--- src/rtl/i2cx_pkg.sv ---
package i2cx_pkg;
  localparam int STRAP_W = 3;
  localparam int ADDR_W  = 7;
  localparam int HI_W    = ADDR_W - STRAP_W;
  localparam int NUM_SIG = 6;
  localparam int DAC_W   = 6;
  localparam int BYTE_W  = 8;
  localparam int MAX_WR  = 2;

  typedef enum logic [2:0] {
    ST_IDLE,
    ST_ADDR,
    ST_ADDR_ACK,
    ST_WR,
    ST_WR_ACK,
    ST_RD
  } st_t;

  typedef struct packed {
    logic             latch_mode;
    logic             thr_sel;
    logic [DAC_W-1:0] dac;
  } ctrl_t;
endpackage

--- src/rtl/i2cx_sync.sv ---
module i2cx_sync #(
  parameter int W      = 1,
  parameter int STAGES = 2,
  parameter logic [W-1:0] RST = '0
) (
  input  logic         clk,
  input  logic         rst_n,
  input  logic [W-1:0] d,
  output logic [W-1:0] q
);
  logic [W-1:0] chain [STAGES];

  always_ff @(posedge clk) begin
    if (!rst_n) begin
      for (int i = 0; i < STAGES; i++) chain[i] <= RST;
    end else begin
      chain[0] <= d;
      for (int i = 1; i < STAGES; i++) chain[i] <= chain[i-1];
    end
  end

  assign q = chain[STAGES-1];
endmodule

--- src/rtl/i2cx_bus_front.sv ---
module i2cx_bus_front (
  input  logic clk,
  input  logic rst_n,
  input  logic scl_i,
  input  logic sda_i,
  output logic scl_s,
  output logic sda_s,
  output logic scl_rise,
  output logic scl_fall,
  output logic start_det,
  output logic stop_det
);
  logic [1:0] lines;
  logic       scl_q, sda_q;

  i2cx_sync #(.W(2), .STAGES(2), .RST(2'b11)) u_sync (
    .clk  (clk),
    .rst_n(rst_n),
    .d    ({scl_i, sda_i}),
    .q    (lines)
  );

  assign scl_s = lines[1];
  assign sda_s = lines[0];

  always_ff @(posedge clk) begin
    if (!rst_n) begin
      scl_q <= 1'b1;
      sda_q <= 1'b1;
    end else begin
      scl_q <= scl_s;
      sda_q <= sda_s;
    end
  end

  assign scl_rise  = scl_s & ~scl_q;
  assign scl_fall  = ~scl_s & scl_q;
  assign start_det = scl_s & scl_q & sda_q & ~sda_s;
  assign stop_det  = scl_s & scl_q & ~sda_q & sda_s;
endmodule

--- src/rtl/i2cx_status_latch.sv ---
module i2cx_status_latch
  import i2cx_pkg::*;
(
  input  logic               clk,
  input  logic               rst_n,
  input  logic               cmp_a,
  input  logic               cmp_b,
  input  logic [NUM_SIG-1:0] sig_in,
  input  logic               latch_mode,
  input  logic               load,
  output logic [BYTE_W-1:0]  rd_byte,
  output logic               frozen,
  output logic [BYTE_W-1:0]  snap
);
  logic [BYTE_W-1:0] live;
  logic              b_q;
  logic              b_rise;

  i2cx_sync #(.W(BYTE_W), .STAGES(2), .RST('0)) u_sync (
    .clk  (clk),
    .rst_n(rst_n),
    .d    ({cmp_a, cmp_b, sig_in}),
    .q    (live)
  );

  assign b_rise = live[BYTE_W-2] & ~b_q;

  always_ff @(posedge clk) begin
    if (!rst_n) begin
      b_q    <= 1'b0;
      frozen <= 1'b0;
      snap   <= '0;
    end else begin
      b_q <= live[BYTE_W-2];
      if (load) begin
        frozen <= 1'b0;
      end else if (b_rise && latch_mode && !frozen) begin
        frozen <= 1'b1;
        snap   <= live;
      end
    end
  end

  assign rd_byte = (latch_mode && frozen) ? snap : live;
endmodule

--- src/rtl/i2cx_target_fsm.sv ---
module i2cx_target_fsm
  import i2cx_pkg::*;
#(
  parameter logic [HI_W-1:0] ADDR_HI = 4'b0101
) (
  input  logic               clk,
  input  logic               rst_n,
  input  logic               scl_rise,
  input  logic               scl_fall,
  input  logic               start_det,
  input  logic               stop_det,
  input  logic               sda_s,
  input  logic [STRAP_W-1:0] addr_strap,
  input  logic [BYTE_W-1:0]  rd_byte,
  output logic               sda_oe,
  output ctrl_t              ctrl,
  output logic [BYTE_W-1:0]  pins,
  output logic               rd_load,
  output logic               ctrl_we,
  output logic               pins_we,
  output st_t                state
);
  localparam int CNT_W = $clog2(BYTE_W);
  localparam int IDX_W = $clog2(MAX_WR + 1);

  logic [BYTE_W-1:0] sh, tx;
  logic [CNT_W-1:0]  cnt;
  logic [IDX_W-1:0]  idx;
  logic              full, rw;
  logic              addr_hit, byte_end;

  assign addr_hit = (sh[BYTE_W-1:1] == {ADDR_HI, addr_strap});
  assign byte_end = scl_fall && full;
  assign rd_load  = (state == ST_ADDR) && byte_end && addr_hit && sh[0];
  assign ctrl_we  = (state == ST_WR) && byte_end && (idx == IDX_W'(0));
  assign pins_we  = (state == ST_WR) && byte_end && (idx == IDX_W'(1));

  always_ff @(posedge clk) begin
    if (!rst_n) begin
      state  <= ST_IDLE;
      sda_oe <= 1'b0;
      ctrl   <= '0;
      pins   <= '0;
      sh     <= '0;
      tx     <= '0;
      cnt    <= '0;
      idx    <= '0;
      full   <= 1'b0;
      rw     <= 1'b0;
    end else begin
      if (ctrl_we) ctrl <= ctrl_t'(sh);
      if (pins_we) pins <= sh;
      if (start_det) begin
        state  <= ST_ADDR;
        cnt    <= '0;
        idx    <= '0;
        full   <= 1'b0;
        sda_oe <= 1'b0;
      end else if (stop_det) begin
        state  <= ST_IDLE;
        full   <= 1'b0;
        sda_oe <= 1'b0;
      end else begin
        case (state)
          ST_ADDR, ST_WR: begin
            if (scl_rise) begin
              sh  <= {sh[BYTE_W-2:0], sda_s};
              cnt <= cnt + CNT_W'(1);
              if (cnt == CNT_W'(BYTE_W - 1)) full <= 1'b1;
            end else if (byte_end) begin
              full <= 1'b0;
              if (state == ST_ADDR) begin
                if (addr_hit) begin
                  sda_oe <= 1'b1;
                  rw     <= sh[0];
                  state  <= ST_ADDR_ACK;
                  if (sh[0]) tx <= rd_byte;
                end else begin
                  state <= ST_IDLE;
                end
              end else if (idx < IDX_W'(MAX_WR)) begin
                sda_oe <= 1'b1;
                idx    <= idx + IDX_W'(1);
                state  <= ST_WR_ACK;
              end else begin
                state <= ST_IDLE;
              end
            end
          end
          ST_ADDR_ACK: begin
            if (scl_fall) begin
              cnt <= '0;
              if (rw) begin
                sda_oe <= ~tx[BYTE_W-1];
                state  <= ST_RD;
              end else begin
                sda_oe <= 1'b0;
                state  <= ST_WR;
              end
            end
          end
          ST_WR_ACK: begin
            if (scl_fall) begin
              sda_oe <= 1'b0;
              cnt    <= '0;
              state  <= ST_WR;
            end
          end
          ST_RD: begin
            if (scl_fall) begin
              if (cnt == CNT_W'(BYTE_W - 1)) begin
                sda_oe <= 1'b0;
                state  <= ST_IDLE;
              end else begin
                cnt    <= cnt + CNT_W'(1);
                tx     <= {tx[BYTE_W-2:0], 1'b0};
                sda_oe <= ~tx[BYTE_W-2];
              end
            end
          end
          default: ;
        endcase
      end
    end
  end
endmodule

--- src/rtl/i2c_event_expander.sv ---
module i2c_event_expander
  import i2cx_pkg::*;
#(
  parameter logic [HI_W-1:0] ADDR_HI = 4'b0101
) (
  input  logic               clk,
  input  logic               rst_n,
  input  logic               scl_i,
  input  logic               sda_i,
  output logic               sda_oe,
  input  logic [STRAP_W-1:0] addr_strap,
  input  logic               cmp_a,
  input  logic               cmp_b,
  input  logic [NUM_SIG-1:0] sig_in,
  output logic [BYTE_W-1:0]  out_pins,
  output logic [DAC_W-1:0]   dac_code,
  output logic               thr_sel,
  output logic               latch_mode
);
  logic              scl_s, sda_s, scl_rise, scl_fall, start_det, stop_det;
  logic              rd_load, ctrl_we, pins_we, frozen;
  logic [BYTE_W-1:0] rd_byte, snap;
  ctrl_t             ctrl;
  st_t               state;

  i2cx_bus_front u_front (
    .clk      (clk),
    .rst_n    (rst_n),
    .scl_i    (scl_i),
    .sda_i    (sda_i),
    .scl_s    (scl_s),
    .sda_s    (sda_s),
    .scl_rise (scl_rise),
    .scl_fall (scl_fall),
    .start_det(start_det),
    .stop_det (stop_det)
  );

  i2cx_status_latch u_status (
    .clk       (clk),
    .rst_n     (rst_n),
    .cmp_a     (cmp_a),
    .cmp_b     (cmp_b),
    .sig_in    (sig_in),
    .latch_mode(ctrl.latch_mode),
    .load      (rd_load),
    .rd_byte   (rd_byte),
    .frozen    (frozen),
    .snap      (snap)
  );

  i2cx_target_fsm #(.ADDR_HI(ADDR_HI)) u_fsm (
    .clk       (clk),
    .rst_n     (rst_n),
    .scl_rise  (scl_rise),
    .scl_fall  (scl_fall),
    .start_det (start_det),
    .stop_det  (stop_det),
    .sda_s     (sda_s),
    .addr_strap(addr_strap),
    .rd_byte   (rd_byte),
    .sda_oe    (sda_oe),
    .ctrl      (ctrl),
    .pins      (out_pins),
    .rd_load   (rd_load),
    .ctrl_we   (ctrl_we),
    .pins_we   (pins_we),
    .state     (state)
  );

  assign latch_mode = ctrl.latch_mode;
  assign thr_sel    = ctrl.thr_sel;
  assign dac_code   = ctrl.dac;
endmodule

--- config.mk ---
export PLATFORM = sky130hd
export DESIGN_NAME = i2c_event_expander
export DESIGN_NICKNAME = d
export VERILOG_FILES = /design/src/rtl/i2cx_pkg.sv /design/src/rtl/i2cx_sync.sv /design/src/rtl/i2cx_bus_front.sv /design/src/rtl/i2cx_status_latch.sv /design/src/rtl/i2cx_target_fsm.sv /design/src/rtl/i2c_event_expander.sv
export SDC_FILE = /design/constraint.sdc
export NUM_CORES = 1
export LEC_CHECK = 0
export BUFFER_PORTS_ARGS = -buffer_cell sky130_fd_sc_hd__buf_2
export CAP_MARGIN = 10
export CORE_MARGIN = 3
export CORE_UTILIZATION = 30
export CTS_CLUSTER_SIZE = 24
export DETAILED_ROUTE_END_ITERATION = 8
export HOLD_SLACK_MARGIN = 0.02
export SLEW_MARGIN = 5
export SYNTH_ARGS = -nofsm -noshare
export SYNTH_HDL_FRONTEND = slang
export SYNTH_SLANG_ARGS = --single-unit
--- constraint.sdc ---
create_clock -name clk -period 5.74 [get_ports clk]
set_clock_uncertainty 0.2 [all_clocks]
set_input_delay 1.722 -clock clk [delete_from_list [all_inputs] [get_ports clk]]
set_output_delay 1.722 -clock clk [all_outputs]
set_load 0.05 [all_outputs]
==> flow_summary.json <==
{
  "antenna_found_initial": 0,
  "clock_tree.root_cell": "clkbuf_8",
  "cts_hold_buf": 0,
  "holdPathStages": 1,
  "slew_headroom_pct": 27.8,
  "period_needed_ns": 3.17,
  "synth_top_area_share_pct": 45.9,
  "post_cts_resized": 0,
  "area_delta_synth_final_pct": 14.1,
  "hp-start": "u_front.u_sync.chain[0][1]",
  "clk_pin_slew_ns": 0.08,
  "drt_iter0_drc": 102,
  "cts-htree-levels": 3,
  "rsz0062_at_grt": "no",
  "firstDrtPassIters": 5,
  "cts_setup_buffers": 0,
  "tritoncts": "done",
  "cts_sinks": 75,
  "crit_type": "in2reg",
  "min_path_type": "reg2reg",
  "synthTopCellsByArea": "dfxtp_1 (46%), mux2i_1 (13%), and2_1 (3.4%)",
  "synth-edff-count": 0,
  "holdPathEnd": "u_front.u_sync.chain[0][3]",
  "vdd_drop_max_mv": 0.144,
  "fin_nets": 369,
  "r2r_start": "u_fsm.state[0]",
  "synth_most_common_cell": "dfxtp_1",
  "wl_met2_mm": 3.03,
  "grt_usage_pct": 11.4,
  "vias_per_cell": 4.78,
  "first_global_vias": 2315,
  "drc_errors": 0,
  "die_h_um": 110,
  "fp.dieW_um": 110,
  "num_antenna_cells": 0,
  "layout-drive-gt1-share_pct": 20.8,
  "yosysUniqueCellTypes": 46,
  "fin_area_sq_um": 3740,
  "setup_viol": 0,
  "finish.utilization_pct": 35.7,
  "p_per_area_nw_per_um2": 276,
  "gp_congestion": 0.817,
  "clockBufferDepth": 2,
  "reg2regPathDepth": 4,
  "min_period_over_period_pct": 55.2,
  "finalWirelength_mm": 6.54,
  "leakagePower_nw": 1.59,
  "wl_met1_mm": 3.14,
  "yosys.area.top_type": "dfxtp_1",
  "routedWlPerCell_um": 13.3,
  "nFillCells": 1084,
  "port_buffers": 31,
  "worst_slack_ns": 2.57,
  "yosysSeqAreaShare_pct": 45.9,
  "drv_cap": 0,
  "synth-warning-count": 0,
  "crit_path_end_kind": "flip-flop",
  "syn_avg_cell_area_sq_um": 10.1,
  "cp.arrival_ns": 3.22,
  "tns_ns": 0,
  "top_layer": "met4",
  "clock_latency_ns": 0.34,
  "r2r_end": "u_fsm.sh[3]",
  "status": "completed",
  "worstPathRequired_ns": 5.79,
  "stdcell_count": 491,
  "dpl_cell_area_sq_um": 3510,
  "row_count": 37,
  "max_freq_mhz": 316,
  "dr_wl_met3_um": 239,
  "power_mw": 1.03,
  "grt-ovfl-total": 0,
  "synth_cells": 325,
  "syn-cell-area_sq_um": 3270,
  "ys_ff_latch": 75,
  "synth-async-reset-ratio_pct": 0,
  "hold_viol": 0,
  "placed_cells": 475,
  "yosys_most_used_dff": "dfxtp_1",
  "die-area_sq_um": 12200,
  "cts-buffers-inserted": 9,
  "synth_common_cells": "dfxtp_1 (75), mux2i_1 (43), nor2_1 (26), nand2_1 (24), and2_1 (18)",
  "pre_cts_ws_ns": 2.20,
  "slew_viol_final": 0,
  "routed-via-count": 2349,
  "ant_nets": 0,
  "critical_path_peak_fanout": 39,
  "critPathLaunchType": "primary input",
  "r2r_setup_slack_ns": 3.17,
  "grt_max_degree": 40,
  "whs_ns": 0.226,
  "start_util_pct": 31.3,
  "dp.final_hpwl_mm": 4.54,
  "tightest_slew_ns": 1.08,
  "core_sq_um": 10500,
  "synthesis.nets": 344,
  "pin_count": 32,
  "grt_pass1_wl_mm": 11.4
}
worst max path at each step:
stage / from / end / slack, ns / cells after the start
3_3_place_gp: rst_n / u_fsm.tx[3] / 2.25 / 3
6_report: rst_n / u_fsm.tx[5] / 2.57 / 3
4_1_cts: rst_n / u_fsm.tx[5] / 2.57 / 3
5_1_grt: rst_n / u_fsm.tx[4] / 2.36 / 3
2_1_floorplan: addr_strap[0] / u_status.snap[6] / 2.72 / 5
3_5_place_dp: rst_n / u_fsm.tx[4] / 2.20 / 3
logic make-up (layout without fill, tap and decap cells):
kind of cell,after synthesis,after routing,share of synthesized area [%]
adder cells (fa/ha/maj),4,4,1.53
multiplexers,52,52,16.2
flip-flops,75,75,45.9
AO/OA/AOI/OAI,56,56,13.4
AND/OR/NAND/NOR,108,108,17.9
XOR/XNOR,4,4,1.07
buffers and inverters,26,56,4.05
registers in the layout, indices dropped and copies added, names as in the netlist, 3 cells and up:
name / flops
u_front.u_sync.chain: 4
u_fsm.cnt: 3
u_fsm.ctrl: 8
u_fsm.pins: 8
u_fsm.sh: 8
u_fsm.state: 3
u_fsm.tx: 8
u_status.snap: 8
u_status.u_sync.chain: 16
where the power goes:
part | switching, mW | internal, mW | leakage, nW
clock network | 0.200 | 0.259 | 0.114
logic | 0.0231 | 0.0164 | 0.863
registers | 0.00672 | 0.527 | 0.609
total | 0.229 | 0.803 | 1.59
layout by cell type, fill, tap and decap left out, types with 7 or more instances in the layout:
cell type	synthesis	final
dfxtp_1	75	75
mux2i_1	43	43
buf_2	4	31
nor2_1	26	26
nand2_1	24	24
and2_1	18	18
o21ai_0	12	12
nand2b_1	11	11
a21oi_1	10	10
clkbuf_8	0	10
mux2_2	9	9
o211ai_1	9	9
inv_1	7	7
o31ai_2	7	7
layer usage:
metal  GRT usage, %  vias up
met3           3.18       11
met5              0        -
met2           17.8       52
met1           14.9     1093
li1               -     1193
met4           4.60        0
layout make-up:
cell class                 count  area (sq um)  area share, %
tap                          136           170           4.55
clock buffer                  11           141           3.78
sequential                    75          1500           40.2
clock inverter                 5          86.3           2.31
inverter                       8          30.0          0.803
timing repair buffer          32           163           4.35
multi-input combinational    224          1650           44.0
worst max-delay path, cell delays in order:
cell and delay [ns]:
buf_2 0.45, inv_1 0.64, o31ai_2 0.39
(Power assumes the default switching activity.)
